File: src/rtl/sfilt_pkg.sv
package sfilt_pkg;
  localparam int unsigned BYTE_W = 8;

  // Header test used for the keep/drop choice.
  function automatic logic header_hit(input logic [BYTE_W-1:0] hdr,
                                      input logic [BYTE_W-1:0] id,
                                      input logic              all);
    return all || (hdr == id) || (&hdr);
  endfunction
endpackage

File: src/rtl/sfilt_decide.sv
module sfilt_decide
  import sfilt_pkg::*;
(
  input  logic              clk,
  input  logic              rst_n,
  input  logic              in_valid,
  output logic              in_ready,
  input  logic [BYTE_W-1:0] in_data,
  input  logic              in_last,
  input  logic [BYTE_W-1:0] node_id,
  input  logic              pass_all,
  input  logic              buf_ready,
  output logic              push
);
  logic at_header_q;
  logic keep_q;
  logic hit;
  logic keep_now;
  logic fire;

  assign hit      = header_hit(in_data, node_id, pass_all);
  assign keep_now = at_header_q ? hit : keep_q;
  assign in_ready = keep_now ? buf_ready : 1'b1;
  assign fire     = in_valid && in_ready;
  assign push     = fire && keep_now;

  always_ff @(posedge clk) begin
    if (!rst_n) begin
      at_header_q <= 1'b1;
      keep_q      <= 1'b0;
    end else if (fire) begin
      at_header_q <= in_last;
      if (at_header_q) keep_q <= hit;
    end
  end

  AST_FIRST_AFTER_LAST: assert property (@(posedge clk) disable iff (!rst_n)
    (in_valid && in_ready && in_last) |=> at_header_q);
  AST_DECISION_HELD: assert property (@(posedge clk) disable iff (!rst_n)
    (!at_header_q) |=> $stable(keep_q));
  AST_DROP_NO_STALL: assert property (@(posedge clk) disable iff (!rst_n)
    (in_valid && !at_header_q && !keep_q) |-> (in_ready && !push));
endmodule

File: src/rtl/sfilt_buf.sv
module sfilt_buf #(
  parameter int unsigned W     = 8,
  parameter int unsigned DEPTH = 1
) (
  input  logic         clk,
  input  logic         rst_n,
  input  logic         in_valid,
  output logic         in_ready,
  input  logic [W-1:0] in_data,
  input  logic         in_last,
  output logic         out_valid,
  input  logic         out_ready,
  output logic [W-1:0] out_data,
  output logic         out_last
);
  localparam int unsigned AW = (DEPTH > 1) ? $clog2(DEPTH) : 1;
  localparam int unsigned CW = $clog2(DEPTH + 1);
  localparam logic [AW-1:0] LAST_IDX = AW'(DEPTH - 1);
  localparam logic [CW-1:0] FULL_CNT = CW'(DEPTH);

  logic [W-1:0]  mem_data [DEPTH];
  logic          mem_last [DEPTH];
  logic [AW-1:0] wr_ptr, rd_ptr;
  logic [CW-1:0] count;
  logic          do_push, do_pop;

  assign out_valid = (count != '0);
  assign in_ready  = (count != FULL_CNT) || out_ready;
  assign out_data  = mem_data[rd_ptr];
  assign out_last  = mem_last[rd_ptr];
  assign do_push   = in_valid && in_ready;
  assign do_pop    = out_valid && out_ready;

  always_ff @(posedge clk) begin
    if (do_push) begin
      mem_data[wr_ptr] <= in_data;
      mem_last[wr_ptr] <= in_last;
    end
  end

  always_ff @(posedge clk) begin
    if (!rst_n) begin
      wr_ptr <= '0;
      rd_ptr <= '0;
      count  <= '0;
    end else begin
      if (do_push) wr_ptr <= (wr_ptr == LAST_IDX) ? '0 : wr_ptr + 1'b1;
      if (do_pop)  rd_ptr <= (rd_ptr == LAST_IDX) ? '0 : rd_ptr + 1'b1;
      case ({do_push, do_pop})
        2'b10:   count <= count + 1'b1;
        2'b01:   count <= count - 1'b1;
        default: count <= count;
      endcase
    end
  end

  AST_NO_OVERFLOW: assert property (@(posedge clk) disable iff (!rst_n)
    count <= FULL_CNT);
  AST_OUT_HOLD: assert property (@(posedge clk) disable iff (!rst_n)
    (out_valid && !out_ready) |=> (out_valid && $stable(out_data) && $stable(out_last)));
endmodule

File: src/rtl/sfilt_txpass.sv
module sfilt_txpass #(
  parameter int unsigned W = 8
) (
  input  logic         a_valid,
  output logic         a_ready,
  input  logic [W-1:0] a_data,
  input  logic         a_last,
  output logic         b_valid,
  input  logic         b_ready,
  output logic [W-1:0] b_data,
  output logic         b_last
);
  assign b_valid = a_valid;
  assign b_data  = a_data;
  assign b_last  = a_last;
  assign a_ready = b_ready;
endmodule

File: src/rtl/stream_addr_filter.sv
module stream_addr_filter
  import sfilt_pkg::*;
#(
  parameter int unsigned DEPTH = 1
) (
  input  logic              clk,
  input  logic              rst_n,
  input  logic [BYTE_W-1:0] node_id,
  input  logic              pass_all,
  input  logic              rx_in_valid,
  output logic              rx_in_ready,
  input  logic [BYTE_W-1:0] rx_in_data,
  input  logic              rx_in_last,
  output logic              rx_out_valid,
  input  logic              rx_out_ready,
  output logic [BYTE_W-1:0] rx_out_data,
  output logic              rx_out_last,
  input  logic              tx_in_valid,
  output logic              tx_in_ready,
  input  logic [BYTE_W-1:0] tx_in_data,
  input  logic              tx_in_last,
  output logic              tx_out_valid,
  input  logic              tx_out_ready,
  output logic [BYTE_W-1:0] tx_out_data,
  output logic              tx_out_last
);
  logic buf_ready;
  logic push;

  sfilt_decide u_decide (
    .clk(clk), .rst_n(rst_n),
    .in_valid(rx_in_valid), .in_ready(rx_in_ready),
    .in_data(rx_in_data), .in_last(rx_in_last),
    .node_id(node_id), .pass_all(pass_all),
    .buf_ready(buf_ready), .push(push)
  );

  sfilt_buf #(.W(BYTE_W), .DEPTH(DEPTH)) u_buf (
    .clk(clk), .rst_n(rst_n),
    .in_valid(push), .in_ready(buf_ready),
    .in_data(rx_in_data), .in_last(rx_in_last),
    .out_valid(rx_out_valid), .out_ready(rx_out_ready),
    .out_data(rx_out_data), .out_last(rx_out_last)
  );

  sfilt_txpass #(.W(BYTE_W)) u_tx (
    .a_valid(tx_in_valid), .a_ready(tx_in_ready),
    .a_data(tx_in_data), .a_last(tx_in_last),
    .b_valid(tx_out_valid), .b_ready(tx_out_ready),
    .b_data(tx_out_data), .b_last(tx_out_last)
  );
endmodule

File: config.mk
export PLATFORM = sky130hd
export DESIGN_NAME = stream_addr_filter
export DESIGN_NICKNAME = d
export VERILOG_FILES = /design/src/rtl/sfilt_pkg.sv /design/src/rtl/sfilt_decide.sv /design/src/rtl/sfilt_buf.sv /design/src/rtl/sfilt_txpass.sv /design/src/rtl/stream_addr_filter.sv
export SDC_FILE = /design/constraint.sdc
export NUM_CORES = 1
export LEC_CHECK = 0
export ABC_AREA = 1
export CAP_MARGIN = 20
export CORE_MARGIN = 2
export CORE_UTILIZATION = 35
export DETAILED_ROUTE_END_ITERATION = 7
export DONT_BUFFER_PORTS = 1
export PLACE_DENSITY = 0.6
export REMOVE_ABC_BUFFERS = 1
export SKIP_LAST_GASP = 1
export SLEW_MARGIN = 5
export SYNTH_ARGS = -nofsm -noshare
export SYNTH_HDL_FRONTEND = slang
export SYNTH_SLANG_ARGS = --single-unit
File: constraint.sdc
create_clock -name clk -period 1.75 [get_ports clk]
set_input_delay 0.35 -clock clk [delete_from_list [all_inputs] [get_ports clk]]
set_output_delay 0.35 -clock clk [all_outputs]
set_load 0.05 [all_outputs]
==> flow_summary.toml <==
[finish]
drive_above_1_share_pct = 16.9
fin_util_pct = 37.1
fill_cells = 191
nNetsFinal = 99
diodes = 0
final_common_cell = "nand2_1"
synthToLayoutAreaGrowth_pct = -1.15
final_cell_mix = "nand2_1, inv_1, edfxtp_1, xnor2_1, nor2_1"

[routing]
wire_per_inst_um = 13.7
drc = 0
drtIter0Drc = 0
routed_via_density = 4.71
firstDrtPassIters = 1
ant_nets = 0
drt_wl_total_um = 1240
vias = 424

[timing]
min_period_ns = 1.57
finalSetupViolations = 0
rsz0062_at_grt = "no"
worst_hold_slack_ns = 0.159
max_slew.worst_pin.slew_ns = 0.480
slew_headroom_pct = 68.1
min_period_over_period_pct = 89.7
fmax_mhz = 637
tns_ns = 0
finalClockSkew_ns = 0.00537
drv_slew = 0
hold_violations = 0

[placement]
io_buffers = 0
post-dp-hpwl_um = 988
place.gp.congestion = 0.661

[clock_network]
clk_latency_ns = 0.27
cts_hold_buf = 0
cts-root-buf = "clkbuf_4"
postCtsSetupBuffers = 0
cts-htree-levels = 1
cts_tree = "yes"
ctsResizeCount = 0
clock_sinks = 12
clockBufferDepth = 2
clk_pin_slew_worst_paths_ns = 0.08
cts_buffers = 3

[grt]
grt_max_degree = 10
grt_pass1_wl_um = 1610
grt_overflow = 0
antenna_found_initial = 0
grt_pass1_vias = 418
grt_util_all_layers_pct = 10.9

[critical_path]
endpoint_kind = "output pin"
crit_path_end = "rx_in_ready"
slowest_delay_ns = 0.34
cp_num_buf_inv = 1
cp-startpoint = "u_decide.at_header_q"
critPathTopFamily = "simple AND/OR/NAND/NOR gates"
crit_fanout = 3
rr_endpoint = "u_buf.mem_data[0][6]"
cp_data_required_time_ns = 1.40
worstPathArrival_ns = 1.22
r2r_setup_slack_ns = 0.36
r2r_cells = 6
cp.depth = 5
cp-start-kind = "register"
crit_slowest_cell = "dfxtp_1"
path_class = "register to output pin"
r2r_start = "u_decide.at_header_q"
path_cells = "inv_1 -> nor2_1 -> o21a_1 -> nand2_2 -> nand3_2"

[synth]
ys_seq_area_share_pct = 50.5
yosys_warnings = 0
syn-cell-area_um2 = 654
postSynthAreaPerCell_um2 = 9.22
ys_types = 15
syn_inst = 71
synth_area_leader_cell = "edfxtp_1"
synthTopCellsByArea = "edfxtp_1, buf_4, dfxtp_1, nand2_1, xnor2_1"
synth_seq_cells = 12
synth_top_area_share_pct = 41.3

[power_and_ir_drop]
vdd_drop_max_mv = 0.320
pwr-share-comb_pct = 9.8
powerDensity_mw_per_mm2 = 1020
power.switching_mw = 0.177
power_frac_seq_pct = 57.2
p_leak_nw = 0.269
clkPwrFrac_pct = 33.0
power.internal_mw = 0.480
switching_share_pct = 27.0

[floorplan]
io_pins = 55
start_util_pct = 37.5
coreArea_mm2 = 0.00175
die-height_um = 47.2
die-area_mm2 = 0.00223
die_x_um = 47.2
core.rowCount = 15

[min_path]
min_path_type = "input pin to register"

[run_status]
status = "finished clean"

[flow_run]
maxCapViolCount = 0
==> cell families (layout without fill, tap and decap cells) <==
group                     count (synthesis)  in the layout  share of synthesized area, %
buffers and inverters                    22             16                          18.9
DFF                                      12             12                          50.5
and+or+nand+nor                          29             29                          20.7
AOI/OAI and AO/OA                         3              3                          3.25
xor gates and xnor gates                  5              5                          6.69
==> state kept, by name, summed over array words and instances, names as in the netlist <==
name	cells
u_decide.keep_q	1
u_decide.at_header_q	1
u_buf.out_valid	1
u_buf.mem_data	8
u_buf.mem_last	1
==> power groups by stage <==
stage          clock [mW]  combinational [mW]  sequential (mW)
2_1_floorplan           0              0.0488            0.386
3_3_place_gp            0              0.0638            0.382
3_5_place_dp            0              0.0652            0.383
4_1_cts             0.224              0.0657            0.377
5_1_grt             0.230              0.0735            0.378
6_report            0.217              0.0646            0.376
==> how the worst min path moves through the flow <==
stage	slack, ns	cells after the start	to	startpoint
5_1_grt	0.16	0	u_buf.mem_data[0][5]	rx_in_data[5]
4_1_cts	0.16	1	u_decide.at_header_q	rst_n
3_3_place_gp	0.44	1	u_decide.at_header_q	rst_n
2_1_floorplan	0.43	1	u_decide.at_header_q	rst_n
6_report	0.16	1	u_decide.at_header_q	rst_n
3_5_place_dp	0.44	1	u_decide.at_header_q	rst_n
==> cells in the mapped netlist, drive strengths merged <==
cell type / number
or2: 1
nand3: 3
nor2: 4
nand4: 3
nand2: 18
edfxtp: 9
xnor2: 5
inv: 11
a21oi: 2
dfxtp: 3
o21a: 1
buf: 11
==> layout make-up <==
class	count	area (µm²)	area share (%)
Clock buffer	4	36.3	5.61
Tap cell	25	31.3	4.84
Inverter	11	41.3	6.38
Timing Repair Buffer	1	7.51	1.16
Sequential cell	12	330	51.1
Multi-Input combinational cell	37	200	30.9
==> per-stage QoR <==
stage	total power [mW]	worst slack, ns	area (µm²)	cells
finish	0.658	0.181	647	90
global placement	0.446	0.185	611	86
CTS	0.666	0.155	647	90
detailed placement	0.448	0.132	611	86
floorplan	0.435	0.247	572	60
global route	0.682	0.102	647	90
==> per-layer routing <==
metal	part of all wire [%]	routed length, µm	track usage [%]	vias to the layer above
met5	0	0	0	-
met4	1.5	19	8.33	0
met3	15	190	7.31	2
met2	48	592	17.3	43
met1	35	434	9.58	177
li1	-	-	-	202
(Power assumes the default switching activity.)
